`src/rtl/pmt_pkg.sv`:
```
package pmt_pkg;

  // status bit positions
  localparam int STS_OVF  = 0;
  localparam int STS_GBL  = 5;

  // writable / clearable masks
  localparam logic [15:0] STS_W1C_MASK = 16'h0021;
  localparam logic [15:0] EN_MASK      = 16'h0521;
  localparam logic [15:0] CTL_MASK     = 16'h2005;
  localparam logic [15:0] CTL_RESET    = 16'h0001;

  // register offsets
  localparam int OFS_STS = 0;
  localparam int OFS_EN  = 2;
  localparam int OFS_CTL = 4;
  localparam int OFS_TMR = 8;

  typedef enum logic [1:0] {
    SZ_BYTE  = 2'd0,
    SZ_WORD  = 2'd1,
    SZ_DWORD = 2'd2,
    SZ_RSVD  = 2'd3
  } acc_size_e;

  function automatic logic [2:0] size_bytes(input logic [1:0] sz);
    case (sz)
      2'd0:    return 3'd1;
      2'd1:    return 3'd2;
      default: return 3'd4;
    endcase
  endfunction

  // does an access of size sz at base touch offset k?
  function automatic logic byte_hit(input logic [3:0] base, input logic [3:0] k,
                                    input logic [1:0] sz);
    logic [3:0] d;
    d = k - base;
    return ({1'b0, d} < {2'b00, size_bytes(sz)});
  endfunction

  // bus lane that carries offset k for an access at base
  function automatic logic [1:0] lane_of(input logic [3:0] base, input logic [3:0] k);
    logic [3:0] d;
    d = k - base;
    return d[1:0];
  endfunction

  // merge written bytes into a 16-bit register and apply a mask
  function automatic logic [15:0] merge16(input logic [15:0] old, input logic [1:0] be,
                                          input logic [7:0] b0, input logic [7:0] b1,
                                          input logic [15:0] mask);
    logic [15:0] r;
    r = old;
    if (be[0]) r[7:0]  = b0;
    if (be[1]) r[15:8] = b1;
    return r & mask;
  endfunction

endpackage

```
`src/rtl/pmt_tick_gen.sv`:
```
module pmt_tick_gen #(
  parameter int SYS_CLK_HZ = 50_000_000,
  parameter int TICK_HZ    = 3_579_545
) (
  input  logic clk,
  input  logic rst_n,
  output logic tick
);
  localparam int ACC_W = $clog2(SYS_CLK_HZ) + 1;
  localparam logic [ACC_W-1:0] INC  = ACC_W'(TICK_HZ);
  localparam logic [ACC_W-1:0] MODV = ACC_W'(SYS_CLK_HZ);

  logic [ACC_W-1:0] acc_q, acc_d, sum;

  function automatic logic [ACC_W-1:0] wrap_sub(input logic [ACC_W-1:0] s);
    return (s >= MODV) ? (s - MODV) : s;
  endfunction

  always_comb begin
    sum   = acc_q + INC;
    tick  = (sum >= MODV);
    acc_d = wrap_sub(sum);
  end

  always_ff @(posedge clk or negedge rst_n) begin
    if (!rst_n) acc_q <= '0;
    else        acc_q <= acc_d;
  end

  AST_TICK_ISOLATED: assert property (@(posedge clk) disable iff (!rst_n)
    tick |=> !tick);

endmodule

```
`src/rtl/pmt_counter.sv`:
```
module pmt_counter #(
  parameter int CNT_W = 24
) (
  input  logic                       clk,
  input  logic                       rst_n,
  input  logic                       tick,
  input  logic [(CNT_W+7)/8-1:0]     ld_be,
  input  logic [(CNT_W+7)/8-1:0][7:0] ld_bytes,
  output logic [CNT_W-1:0]           count,
  output logic                       wrap,
  output logic                       load
);
  localparam int NB = (CNT_W + 7) / 8;
  localparam logic [CNT_W-1:0] MAXV = '1;

  logic [NB*8-1:0] merged;

  always_comb begin
    merged = (NB*8)'(count);
    for (int i = 0; i < NB; i++)
      if (ld_be[i]) merged[8*i +: 8] = ld_bytes[i];
  end

  assign load = |ld_be;
  assign wrap = tick && !load && (count == MAXV);

  always_ff @(posedge clk or negedge rst_n) begin
    if (!rst_n)      count <= '0;
    else if (load)   count <= merged[CNT_W-1:0];
    else if (wrap)   count <= '0;
    else if (tick)   count <= count + 1'b1;
  end

  AST_WRAP_TO_ZERO: assert property (@(posedge clk) disable iff (!rst_n)
    wrap |=> (count == '0));
  AST_COUNT_STEP: assert property (@(posedge clk) disable iff (!rst_n)
    (tick && !load && !wrap) |=> (count == $past(count) + 1'b1));
  AST_HOLD_NO_TICK: assert property (@(posedge clk) disable iff (!rst_n)
    (!tick && !load) |=> $stable(count));

endmodule

```
`src/rtl/pmt_evt_regs.sv`:
```
module pmt_evt_regs
  import pmt_pkg::*;
(
  input  logic            clk,
  input  logic            rst_n,
  input  logic [5:0]      wr_be,
  input  logic [5:0][7:0] wr_bytes,
  input  logic            ovf,
  output logic [15:0]     status,
  output logic [15:0]     enable,
  output logic [15:0]     control,
  output logic            one_shot,
  output logic            sci
);
  logic [15:0] sts_clr, sts_d, en_d, ctl_d;
  logic        ovf_latch, latch_d;

  always_comb begin
    sts_clr = merge16('0, wr_be[1:0], wr_bytes[0], wr_bytes[1], STS_W1C_MASK);
    one_shot = ovf && enable[STS_OVF];
    sts_d = (status & ~sts_clr);
    sts_d[STS_OVF] = sts_d[STS_OVF] | ovf;
    en_d  = one_shot ? '0
                     : merge16(enable, wr_be[3:2], wr_bytes[2], wr_bytes[3], EN_MASK);
    ctl_d = merge16(control, wr_be[5:4], wr_bytes[4], wr_bytes[5], CTL_MASK);
    if (one_shot)             latch_d = 1'b1;
    else if (!sts_d[STS_OVF]) latch_d = 1'b0;
    else                      latch_d = ovf_latch;
  end

  always_ff @(posedge clk or negedge rst_n) begin
    if (!rst_n) begin
      status    <= '0;
      enable    <= '0;
      control   <= CTL_RESET;
      ovf_latch <= 1'b0;
    end else begin
      status    <= sts_d;
      enable    <= en_d;
      control   <= ctl_d;
      ovf_latch <= latch_d;
    end
  end

  assign sci = control[0] && (ovf_latch || |(status & enable));

  AST_OVF_SETS_STATUS: assert property (@(posedge clk) disable iff (!rst_n)
    ovf |=> status[STS_OVF]);
  AST_ONE_SHOT_CLEARS: assert property (@(posedge clk) disable iff (!rst_n)
    one_shot |=> (enable == '0));
  AST_SCI_NEEDS_STATUS: assert property (@(posedge clk) disable iff (!rst_n)
    sci |-> status[STS_OVF]);
  AST_SCI_DROPS_ON_CLEAR: assert property (@(posedge clk) disable iff (!rst_n)
    $fell(status[STS_OVF]) |-> !sci);

endmodule

```
`src/rtl/acpi_pm_timer.sv`:
```
module acpi_pm_timer
  import pmt_pkg::*;
#(
  parameter int SYS_CLK_HZ = 50_000_000,
  parameter int TICK_HZ    = 3_579_545,
  parameter int CNT_W      = 24
) (
  input  logic        clk,
  input  logic        rst_n,
  input  logic        bus_wr,
  input  logic [3:0]  bus_addr,
  input  logic [1:0]  bus_size,
  input  logic [31:0] bus_wdata,
  output logic [31:0] bus_rdata,
  output logic        sci_o
);
  localparam int CNT_BYTES = (CNT_W + 7) / 8;
  localparam int LANES     = 4;
  localparam int NREG      = 16;

  logic                      tick, wrap, load, one_shot;
  logic [CNT_W-1:0]          count;
  logic [15:0]               status, enable, control;
  logic [5:0]                evt_be;
  logic [5:0][7:0]           evt_bytes;
  logic [CNT_BYTES-1:0]      tmr_be;
  logic [CNT_BYTES-1:0][7:0] tmr_bytes;
  logic [7:0]                view [NREG];

  // write steering: event registers at offsets 0..5
  for (genvar k = 0; k < 6; k++) begin : g_evt_wr
    assign evt_be[k]    = bus_wr && byte_hit(bus_addr, 4'(OFS_STS + k), bus_size);
    assign evt_bytes[k] = bus_wdata[8*lane_of(bus_addr, 4'(OFS_STS + k)) +: 8];
  end

  // write steering: timer bytes that hold count bits
  for (genvar k = 0; k < CNT_BYTES; k++) begin : g_tmr_wr
    assign tmr_be[k]    = bus_wr && byte_hit(bus_addr, 4'(OFS_TMR + k), bus_size);
    assign tmr_bytes[k] = bus_wdata[8*lane_of(bus_addr, 4'(OFS_TMR + k)) +: 8];
  end

  pmt_tick_gen #(.SYS_CLK_HZ(SYS_CLK_HZ), .TICK_HZ(TICK_HZ)) u_tick (
    .clk(clk), .rst_n(rst_n), .tick(tick)
  );

  pmt_counter #(.CNT_W(CNT_W)) u_cnt (
    .clk(clk), .rst_n(rst_n), .tick(tick), .ld_be(tmr_be), .ld_bytes(tmr_bytes),
    .count(count), .wrap(wrap), .load(load)
  );

  pmt_evt_regs u_evt (
    .clk(clk), .rst_n(rst_n), .wr_be(evt_be), .wr_bytes(evt_bytes), .ovf(wrap),
    .status(status), .enable(enable), .control(control), .one_shot(one_shot),
    .sci(sci_o)
  );

  // byte view of the register space
  always_comb begin
    logic [8*LANES-1:0] tmr_ext;
    tmr_ext = (8*LANES)'(count);
    for (int k = 0; k < NREG; k++) view[k] = 8'h00;
    view[OFS_STS]   = status[7:0];
    view[OFS_STS+1] = status[15:8];
    view[OFS_EN]    = enable[7:0];
    view[OFS_EN+1]  = enable[15:8];
    view[OFS_CTL]   = control[7:0];
    view[OFS_CTL+1] = control[15:8];
    for (int k = 0; k < CNT_BYTES; k++) view[OFS_TMR+k] = tmr_ext[8*k +: 8];
  end

  // read lanes
  for (genvar j = 0; j < LANES; j++) begin : g_rd
    logic [3:0] idx;
    assign idx = bus_addr + 4'(j);
    assign bus_rdata[8*j +: 8] = (3'(j) < size_bytes(bus_size)) ? view[idx] : 8'h00;
  end

  AST_TIMER_HI_ZERO: assert property (@(posedge clk) disable iff (!rst_n)
    (bus_addr == 4'(OFS_TMR) && bus_size == SZ_DWORD) |-> (bus_rdata[31:24] == 8'h00));
  AST_LOAD_NO_WRAP: assert property (@(posedge clk) disable iff (!rst_n)
    load |-> !wrap);

endmodule

```
`config.mk`:
```
export PLATFORM = sky130hd
export DESIGN_NAME = acpi_pm_timer
export DESIGN_NICKNAME = d
export VERILOG_FILES = /design/src/rtl/pmt_pkg.sv /design/src/rtl/pmt_tick_gen.sv /design/src/rtl/pmt_counter.sv /design/src/rtl/pmt_evt_regs.sv /design/src/rtl/acpi_pm_timer.sv
export SDC_FILE = /design/constraint.sdc
export NUM_CORES = 1
export LEC_CHECK = 0
export BUFFER_PORTS_ARGS = -buffer_cell sky130_fd_sc_hd__buf_2
export CAP_MARGIN = 20
export CORE_UTILIZATION = 40
export DETAILED_ROUTE_END_ITERATION = 12
export HOLD_SLACK_MARGIN = 0.08
export PLACE_DENSITY = 0.67
export SLEW_MARGIN = 20
export SYNTH_ARGS = -nofsm -noshare
export SYNTH_HDL_FRONTEND = slang
export SYNTH_SLANG_ARGS = --single-unit
```
`constraint.sdc`:
```
create_clock -name clk -period 5.65 [get_ports clk]
set_clock_uncertainty 0.05 [all_clocks]
set_input_delay 0.8475 -clock clk [delete_from_list [all_inputs] [get_ports clk]]
set_output_delay 0.8475 -clock clk [all_outputs]
set_load 0.02 [all_outputs]
```
# After elaboration in Yosys (flattened, before gate mapping)
# Cells that the tools add are included.
# word_totals
reg_bits	82
latch_bits	0
ramBits	0
mem_bits_ro	0
in_bits	41
elab_cells	117
n_memories	0
# classes
add_sub_neg	14
n_mul	0
div_mod_pow	0
n_lt_le_gt_ge	17
eq_ne	6
shift	8
muxes	30
bitwise_logic	8
n_reduce_logical	23
# ops
op	count
binary-select mux 8 bit (select 4 bit)	4
2-to-1 mux 8 bit	15
indexed part select 32 x 6 -> 6 bit	3
indexed part select 32 x 6 -> 8 bit	3
2-to-1 mux 24 bit	3
indexed part select 32 x 6 -> 3 bit	2
less-than comparator 4 x 3 -> 1 bit	8
adder 27 x 22 -> 27 bit, second input constant	1
>= comparator 27 x 26 -> 1 bit, second input constant	1
2-to-1 mux 27 bit	1
subtractor 27 x 26 -> 27 bit, second input constant	1
adder 24 x 1 -> 24 bit, second input constant	1
== test 24 bit, second input constant	1
>= comparator 5 bit, second input constant	4
inverter 4 -> 5 bit	4
bitwise AND 16 x 11 -> 16 bit	1
bitwise AND 16 bit	1
inverter 6 -> 16 bit	1
OR reduction 16 bit	1
logical AND 1 bit	12
2-to-1 mux 6 bit	2
subtractor 4 bit, first input constant	3
2-to-1 mux 11 bit	1
adder 4 x 2 -> 4 bit, second input constant	2
other kinds (19)	30

# Logic depth before layout (Yosys ltp)
# Gate-level depths: netlist of the first run.
# logic_depth
word_depth	11
depth_mapped	21

# Hierarchy
# From an unflattened synthesis of the first run, not the netlist that was laid out.
# hier_totals
hier_cells	933
area_unflattened_um2	8504.4
# by_module_without_submodules
module	n_inst	cells_per_inst	area_per_inst_um2	seq_area_each_um2
acpi_pm_timer	1	414	3763.6	0.0
pmt_tick_gen	1	271	2414.8	675.6
pmt_counter	1	178	1604.0	600.6
pmt_evt_regs	1	70	721.9	251.5

# Worst setup path after synthesis of the first run
# OpenSTA, ideal clock, no wires.
# synth_timing
path_kind	in2reg
from	in bus_addr[1]
to	reg u_cnt.count[10]
arrival_time_ns	4.946
required_ns	5.479
path_slack_ns	0.533
stages	19
n_path_buf	8
cell_sequence	clkbuf_1 > inv_1 > clkbuf_1 > ha_1 > clkbuf_1 > clkbuf_1 > inv_1 > ha_1 > a21o_1 > nand2_1 > nand3b_1 > or2_2 > clkbuf_1 > and2_1 > clkbuf_1 > clkbuf_1 > clkbuf_1 > a21oi_1 > o22a_1
# synth_between
elab_chain_len	9
word_cells_on_any_way	20
# synth_lines
item	line	source
from (decl)	acpi_pm_timer.sv:11	input logic [3:0] bus_addr,
subtractor 4 bit, on equally long branches	-	
less-than comparator 4 x 3 -> 1 bit	pmt_pkg.sv:39	return ({1'b0, d} < {2'b00, size_bytes(sz)});
logical AND 1 bit	acpi_pm_timer.sv:38	assign tmr_be[k] = bus_wr && byte_hit(bus_addr, 4'(OFS_TMR + k), bus_size);
OR reduction 3 bit	pmt_counter.sv:24	assign load = |ld_be;
zero test 1 bit	pmt_counter.sv:25	assign wrap = tick && !load && (count == MAXV);
logical AND 1 bit (2 in series)	pmt_counter.sv:25	
nonzero test 3 bit (no line) or 2-to-1 mux 24 bit (tied branches)	-	
AND reduction 2 bit (no line) or 2-to-1 mux 24 bit (tied branches)	-	
to (signal assigned)	pmt_counter.sv:29	else if (load) count <= merged[CNT_W-1:0];
to (signal assigned)	pmt_counter.sv:31	else if (tick) count <= count + 1'b1;
to (decl)	pmt_counter.sv:9	output logic [CNT_W-1:0] count,
# Several ways; a longest one is shown, not always the timed one. The select of a mux whose other input is x is not followed.
# A chain may end at the register's enable or synchronous reset.

# Worst setup path in the final report of the first run
# layout_timing
from	in bus_addr[1]
to	reg u_cnt.count[14]
# The elaborated chain is that of the path after synthesis.

==> results.toml, run 1 <==
[clocking]
cts.hold.buffers_added = 0
htreeDepth = 3
ctsLongestPathBuffers = 2
cts_resized = 0
clk_latency_ps = 330
cts_tree = "built"
post_cts_buffers = 0
clk_pin_slew_ps = 50
root_buffer = "clkbuf_16"
clkSinkCount = 61
cts_made_buffers = 9

[sta]
min_period_over_period_pct = 81.06
period_needed_ps = 4580
fmaxAchievable_ghz = 0.2183
setup_viol_count_final = 0
maxSlewViolCount = 0
relSlewSlack_pct = 40.16
tightest_slew_ps = 897.6
fin_ws_ps = 1070
hold_viol_final = 0
rsz0062_at_grt = "no"
tns_ps = 0

[layout]
syn_to_final_growth_pct = 11.41
drive_gt1_share_pct = 20.36
multi_input_area_um2 = 4730
seq_area_um2 = 1528
final_area_um2 = 7355
fin_nets = 901
diodes = 0
n_fill_cell = 1607

[detailed_routing]
drc_errors = 0
wl_met3_mm = 1.094
drt-initial-drc-count = 500
dr_total_vias = 6438
drt-met1-wl_mm = 8.629
wire_per_inst_um = 18.13
route.met2.wl_mm = 9.015
ant_nets = 0
first_pass_iters = 5
routed_via_density = 6.068
totalWireLength_mm = 19.24
highest_layer = "met4"

[synth]
synth.most_common_cell = "nor2_1"
synth_commonest_cells = "nor2_1 (93), a21oi_1 (88), dfrtp_1 (60)"
synth_top_area_share_pct = 22.74
synth.distinct_cells = 87
syn_avg_cell_area_um2 = 8.200
synthTopCellsByArea = "dfrtp_1 (23%), mux4_2 (7.5%), a21oi_1 (6.7%)"
yosys_warnings = 0
synth_edf_count = 0
yosys.area.top_type = "dfrtp_1"
async_flop_share_pct = 100.0
syn_nets = 866
synth_top_flop_cell = "dfrtp_1"
synth_seq_cells = 61
yosysSeqAreaShare_pct = 23.14
netlist_area_um2 = 6601
synthCells = 805

[setup_path]
end_kind = "register"
worstPathArrival_ps = 4750
worst_ep_required_time_ps = 5820
crit_type = "input pin to register"
cp-start-kind = "input pin"
crit_fanout = 49

[power]
p_leak_uw = 0.003079
p_per_area_nw_per_um2 = 280.9
ir_drop_v = 0.0001742

[flow_run]
maxCapViolCount = 0

[global_routing]
antenna_found_initial = 0
overflow = 0
grt_pass1_vias = 5806
grt_use_total_pct = 23.05
grt_pass1_wl_mm = 30.67
grt_max_degree = 62

[placed_design]
dpl_worst_slack_ps = 800.7
dp_hpwl_mm = 14.37
placedInstanceArea_um2 = 7028
io_buffers = 73
gp_congestion = 0.9261

[floorplan]
die-area_um2 = 17020
die_w_um = 130.5
start_util_pct = 41.26
pin_count = 74
rows = 46
die_y_um = 130.5
fp.coreArea_um2 = 16000

[run_status]
status = "finished, final reports clean"

[min_path]
min-delay-path-class = "register to register"
-- report_power, final --
part           switching (uW)  leakage [uW]  total, uW  internal (uW)
logic                     382       0.00218        681            298
clock network             196      0.000163        605            408
registers                 245      0.000736        780            536
-- worst paths after layout --
check / endpoint / cells past startpoint / slack, ps / from
min reg2reg: u_tick.acc_q[0] / 1 / 440 / u_tick.acc_q[0]
max in group asynchronous: u_cnt.count[5] / 2 / 4380 / rst_n
min in group asynchronous: u_tick.acc_q[23] / 2 / 620 / rst_n
min: u_tick.acc_q[0] / 1 / 440 / u_tick.acc_q[0]
max reg2reg: u_cnt.count[14] / 13 / 1340 / u_tick.acc_q[0]
max: u_cnt.count[14] / 13 / 1070 / bus_addr[1]
-- through the flow --
step	power (uW)	std cells	hold WS (ps)	util [%]
2_1_floorplan	1213	805	413.0	-
3_3_place_gp	1446	1045	437.9	43.92
3_5_place_dp	1450	1045	442.0	43.92
4_1_cts	2062	1061	449.1	45.97
5_1_grt	2180	1061	495.5	45.97
6_report	2066	1061	440.4	45.97
-- per-layer routing --
layer,track usage [%],vias up
met3,3.583,33
met1,32.17,3088
met2,36.39,270
met4,7.776,0
met5,0,-
li1,-,3047
-- critical path: stages --
cell and delay, ps:
buf_2 80, buf_4 440, ha_1 270, xnor2_1 210, clkinv_1 320, ha_1 360
nand2_1 70, nand3b_1 120, or2_2 410, and2_1 470, a21oi_1 820, nor2_1 110
o22a_1 200
-- layout by cell type, fill, tap and decap left out, types with 9 or more instances in the layout --
master | synthesis | routed
o22ai_1 | 9 | 9
xor2_1 | 22 | 22
nor3_1 | 17 | 17
xnor2_1 | 26 | 26
nor4_1 | 9 | 9
dfrtp_1 | 60 | 60
clkbuf_16 | 0 | 9
a31oi_1 | 14 | 14
mux2i_1 | 29 | 29
nor2_1 | 93 | 93
and3_1 | 17 | 17
nand3_1 | 36 | 36
buf_2 | 2 | 73
ha_1 | 20 | 20
nand2_1 | 55 | 55
inv_1 | 19 | 19
a21oi_1 | 88 | 88
mux4_2 | 22 | 22
o21ai_0 | 33 | 33
nand2b_1 | 10 | 10
mux2_2 | 14 | 14
nor2b_1 | 11 | 11
-- flip-flops by register name, indices dropped and copies added (netlist names) --
register / cells
u_tick.acc_q: 27
u_evt.status: 2
u_cnt.count: 24
u_evt.control: 3
u_evt.ovf_latch: 1
u_evt.enable: 4
-- kinds of logic (layout without fill, tap and decap cells) --
kind of cell	Yosys count	count (layout)	share of synthesized area, %
AO/OA/AOI/OAI	229	229	23.58
XOR/XNOR	49	49	6.615
adder cells (fa/ha/maj)	20	20	3.791
buffers and inverters	77	117	5.212
flip-flops	61	61	23.14
multiplexers	65	65	14.29
AND/OR/NAND/NOR	304	304	23.37
-- layout make-up --
cell class,instances,share of cell area (%)
clock buffer,12,3.488
clock inverter,4,0.9527
inverter,20,1.021
multi-input combinational,667,64.31
sequential,61,20.77
tap,216,3.675
timing repair buffer,81,5.784
Power figures use the tool's default switching activity.
==> run 2, diff against run 1 <==
==> constraint.sdc (replaced) <==
create_clock -name clk -period 4.4 [get_ports clk]
set_clock_uncertainty 0.05 [all_clocks]
set_input_delay 0.66 -clock clk [delete_from_list [all_inputs] [get_ports clk]]
set_output_delay 0.66 -clock clk [all_outputs]
set_load 0.02 [all_outputs]
==> run 2 against run 1 <==
Register-to-register slack got worse by 970 ps. Sequential power increased by 28%. Via count increased by 0.98%. Wire length increased by 2.5%. Combinational power increased by 31%. Global-route usage increased by 0.66 points. Final area increased by 0.20%. Power increased by 24%. Largest power group unchanged. Highest routed layer unchanged.
==> results.toml, run 2 (synthesis results as in run 1) <==
[run_status]
status = "finished, final reports clean"

[detailed_routing]
totalWireLength_mm = 19.71
drc_errors = 0
drt-initial-drc-count = 575
dr_total_vias = 6501
ant_nets = 0
wire_per_inst_um = 18.44
first_pass_iters = 5
routed_via_density = 6.081

[power]
p_per_area_nw_per_um2 = 346.7
p_leak_uw = 0.003085
power_uw = 2555
ir_drop_v = 0.0002013

[sta]
relSlewSlack_pct = 45.23
tns_ps = 0
period_needed_ps = 4034
tightest_slew_ps = 821.5
hold_viol_final = 0
fmaxAchievable_ghz = 0.2479
maxSlewViolCount = 0
rsz0062_at_grt = "no"
min_period_over_period_pct = 91.68
setup_viol_count_final = 0

[clocking]
htreeDepth = 3
clk_pin_slew_ps = 50
cts_made_buffers = 9
clkSinkCount = 61
ctsLongestPathBuffers = 2
cts_resized = 0
cts_tree = "built"
root_buffer = "clkbuf_16"
cts.hold.buffers_added = 0
post_cts_buffers = 0
clk_latency_ps = 330

[flow_run]
maxCapViolCount = 0

[layout]
fin_cells = 1069
n_fill_cell = 1620
largest_reg_flops = 27
drive_gt1_share_pct = 21.10
fin_nets = 909
post-route-util_pct = 46.06
mostFrequentLayoutCells = "nor2_1 (93), a21oi_1 (88), buf_2 (73), dfrtp_1 (60), nand2_1 (55)"
syn_to_final_growth_pct = 11.64
top_regs = "u_tick.acc_q: 27 flops, u_cnt.count: 24 flops, u_evt.enable: 4 flops"
regMostFlops = "u_tick.acc_q"
diodes = 0
final_common_cell = "nor2_1"

[setup_path]
crit_chain = "ha_1, a211o_1, a31oi_1, xnor2_1, ha_1, nor2b_1, o21ai_0, nand3_1, a211oi_4, a211o_2, a21boi_2, nor2_1, o22a_1"
crit_path_top_delay_cell = "a21boi_2"
worstPathArrival_ps = 4210
crit_type = "register to register"
cp_num_buf_inv = 0
end_kind = "register"
worst_ep_required_time_ps = 4570
crit_fanout = 11
path_delay_family = "compound AO/OA/AOI/OAI gates"
critPathMaxStageDelay_ps = 530
cp-start-kind = "register"
cp_common_cell = "ha_1"

[floorplan]
start_util_pct = 41.26
die_w_um = 130.5
fp.coreArea_um2 = 16000
rows = 46
pin_count = 74
die-area_um2 = 17020
die_y_um = 130.5

[global_routing]
antenna_found_initial = 0
overflow = 0
grt_max_degree = 43
grt_pass1_wl_mm = 31.44
grt_pass1_vias = 5872
grt_use_total_pct = 23.71

[placed_design]
dp_hpwl_mm = 14.78
gp_congestion = 0.9862
io_buffers = 73
place_inst = 1053

[min_path]
min-delay-path-class = "input pin to async pin"
==> run 2: changes by cell type in the layout (fill, tap and decap cells not counted) <==
cell / change
clkinv_2: -1
bufinv_16: -2
clkbuf_1: +1
a211o_1: -1
clkinvlp_4: +2
buf_4: +8
a211o_2: +1
==> run 2: area by class of cell <==
cell class,count,area (um2),area share (%)
Inverter,20,75.07,1.019
Multi-Input combinational cell,667,4731,64.19
Sequential cell,61,1528,20.73
Timing Repair Buffer,89,485.5,6.587
Clock inverter,3,20.02,0.2716
Clock buffer,13,260.3,3.531
Tap cell,216,270.3,3.667
==> run 2: final timing paths <==
check	startpoint	depth (start not counted)	slack, ps	end
max	u_tick.acc_q[0]	13	370	u_cnt.count[16]
min	rst_n	1	380	u_tick.acc_q[17]
max reg2reg	u_tick.acc_q[0]	13	370	u_cnt.count[16]
min reg2reg	u_tick.acc_q[0]	1	450	u_tick.acc_q[0]
max in group asynchronous	rst_n	2	3000	u_evt.control[0]
min in group clk	u_tick.acc_q[0]	1	450	u_tick.acc_q[0]
==> run 2: metal layers <==
metal  vias up  GRT usage [%]  part of all wire, %
met5         -              0                    0
met4         0          6.356                  1.8
met3        37          3.217                  6.3
met2       291          37.52                   47
li1       3054              -                    -
met1      3119          33.95                   45
==> run 2: report_power, final <==
part           switching [uW]  internal (uW)
clock                     251            411
combinational             500            393
sequential                312            688
total                    1060           1490
==> run 2: per-stage QoR <==
step | worst slack (ps) | area [um2] | hold slack [ps]
finish | 366.2 | 7370 | 378.4
global route | 113.2 | 7370 | 438.5
CTS | 344.5 | 7368 | 395.4
detailed placement | 361.6 | 7088 | 446.9
global placement | 428.7 | 7088 | 440.0
floorplan | 65.16 | 6613 | 314.4
==> run 3, diff against run 2 <==
==> constraint.sdc (replaced) <==
create_clock -name clk -period 4.4 [get_ports clk]
set_clock_uncertainty 0.05 [all_clocks]
set_input_delay 0.22 -clock clk [delete_from_list [all_inputs] [get_ports clk]]
set_output_delay 0.22 -clock clk [all_outputs]
set_load 0.02 [all_outputs]
==> run 3 against run 2 <==
Clock-buffer cell count stayed put. Critical path depth stayed put. Critical path type unchanged. First-iteration DRC count is 14% lower. Sequential share of layout area is 0.060 points higher. Sequential power hardly changed. Power is 0.53% lower. Global-route usage is 0.23 points lower. Sequential cell count stayed put. Final area is 0.29% lower. Wire length is 1.2% lower. Critical endpoint unchanged. Register-to-register slack better by 150 ps. Hold slack worse by 53 ps.
==> results.toml, run 3 (synthesis results as in run 1) <==
[sta]
fin_ws_ps = 519.5
rsz0062_at_grt = "no"
tns_ps = 0
setup_viol_count_final = 0
maxSlewViolCount = 0
tightest_slew_ps = 803.8
min_period_over_period_pct = 88.19
hold_viol_final = 0
fmaxAchievable_ghz = 0.2577
relSlewSlack_pct = 46.41
period_needed_ps = 3881
hold_slack_ps = 325.3

[detailed_routing]
wire_per_inst_um = 18.26
drc_errors = 0
routed_via_density = 6.113
ant_nets = 0
drt-initial-drc-count = 495
dr_total_vias = 6516
first_pass_iters = 5
totalWireLength_mm = 19.47

[global_routing]
antenna_found_initial = 0
overflow = 0
grt_pass1_vias = 5933
grt_pass1_wl_mm = 30.99
grt_max_degree = 62
grt_use_total_pct = 23.48

[placed_design]
io_buffers = 73
gp_congestion = 0.9831
dpl_worst_slack_ps = 553.1
dp_hpwl_mm = 14.54
placedInstanceArea_um2 = 7058

[floorplan]
fp.coreArea_um2 = 16000
pin_count = 74
die_y_um = 130.5
die-area_um2 = 17020
rows = 46
start_util_pct = 41.26
die_w_um = 130.5

[clocking]
cts_resized = 0
htreeDepth = 3
clk_pin_slew_ps = 50
cts_made_buffers = 9
clk_latency_ps = 330
clkSinkCount = 61
ctsLongestPathBuffers = 2
cts_tree = "built"
root_buffer = "clkbuf_16"

[power]
power_uw = 2542
power.share.clock_pct = 26.0
intPower_uw = 1488
combPwrFrac_pct = 34.8
power_frac_seq_pct = 39.2
p_per_area_nw_per_um2 = 345.9
swShare_pct = 41.45
switchingPower_uw = 1053
ir_drop_v = 0.0001973
p_leak_uw = 0.003071

[layout]
mostFrequentLayoutCells = "nor2_1 (93), a21oi_1 (88), buf_2 (73), dfrtp_1 (60), nand2_1 (55)"
fin_nets = 906
top_regs = "u_tick.acc_q: 27 flops, u_cnt.count: 24 flops, u_evt.enable: 4 flops"
n_fill_cell = 1640
largest_reg_flops = 27
syn_to_final_growth_pct = 11.32
drive_gt1_share_pct = 20.59
final_common_cell = "nor2_1"
final_area_um2 = 7348
regMostFlops = "u_tick.acc_q"
diodes = 0

[setup_path]
worst_ep_required_time_ps = 4560
regToRegSetupSlack_ps = 520
end_kind = "register"
worstPathArrival_ps = 4040
cp-start-kind = "register"
crit_fanout = 11
crit_type = "register to register"

[min_path]
min-delay-path-class = "input pin to register"

[flow_run]
maxCapViolCount = 0

[run_status]
status = "finished, final reports clean"
-- run 3: what timing repair did --
item,CTS,global route
buffers inserted,0,0
hold buffers,1,0
hold endpoints to repair,60,0
-- run 3: worst paths after layout --
check | endpoint | cells past startpoint | from
worst max-delay path | u_cnt.count[16] | 13 | u_tick.acc_q[0]
worst min-delay path | u_evt.control[2] | 3 | bus_wr
worst max register to register | u_cnt.count[16] | 13 | u_tick.acc_q[0]
worst min register to register | u_tick.acc_q[0] | 1 | u_tick.acc_q[0]
max in group asynchronous | u_tick.acc_q[1] | 3 | rst_n
min in group asynchronous | u_tick.acc_q[9] | 3 | rst_n
-- run 3: metal layers --
layer / global-route usage [%] / vias to the layer above / part of all wire (%)
li1: - / 3052 / -
met1: 33.19 / 3158 / 44
met2: 36.73 / 264 / 47
met3: 2.972 / 42 / 6.0
met4: 8.722 / 0 / 2.9
met5: 0 / - / 0
-- run 3: power by group through the flow --
stage / clock network, uW / registers, uW / logic (uW)
2_1_floorplan: 0 / 806 / 751
3_3_place_gp: 0 / 993 / 859
3_5_place_dp: 0 / 991 / 876
4_1_cts: 674 / 983 / 880
5_1_grt: 696 / 1020 / 983
6_report: 661 / 996 / 885
-- run 3: layout make-up --
type	instances	area, um2	share of cell area (%)
Clock inverter	3	20.02	0.2724
Inverter	20	75.07	1.022
Clock buffer	13	260.3	3.542
Timing Repair Buffer	86	465.4	6.334
Tap cell	216	270.3	3.678
Multi-Input combinational cell	667	4730	64.36
Sequential cell	61	1528	20.79
-- run 3: per-stage QoR --
step           cells  utilization [%]
2_1_floorplan    805                -
3_3_place_gp    1049            44.11
3_5_place_dp    1049            44.11
4_1_cts         1066            45.93
5_1_grt         1066            45.93
6_report        1066            45.93
-- run 3: critical path, cell delays in order, from the launching register on --
cell	delay (ps)
dfrtp_1	410
ha_1	290
a211o_1	360
a31oi_1	250
xnor2_1	220
ha_1	240
nor2b_1	120
o21ai_0	210
nand3_1	250
a211oi_4	100
a211o_1	470
a21boi_2	480
nor2_1	100
o22a_1	210
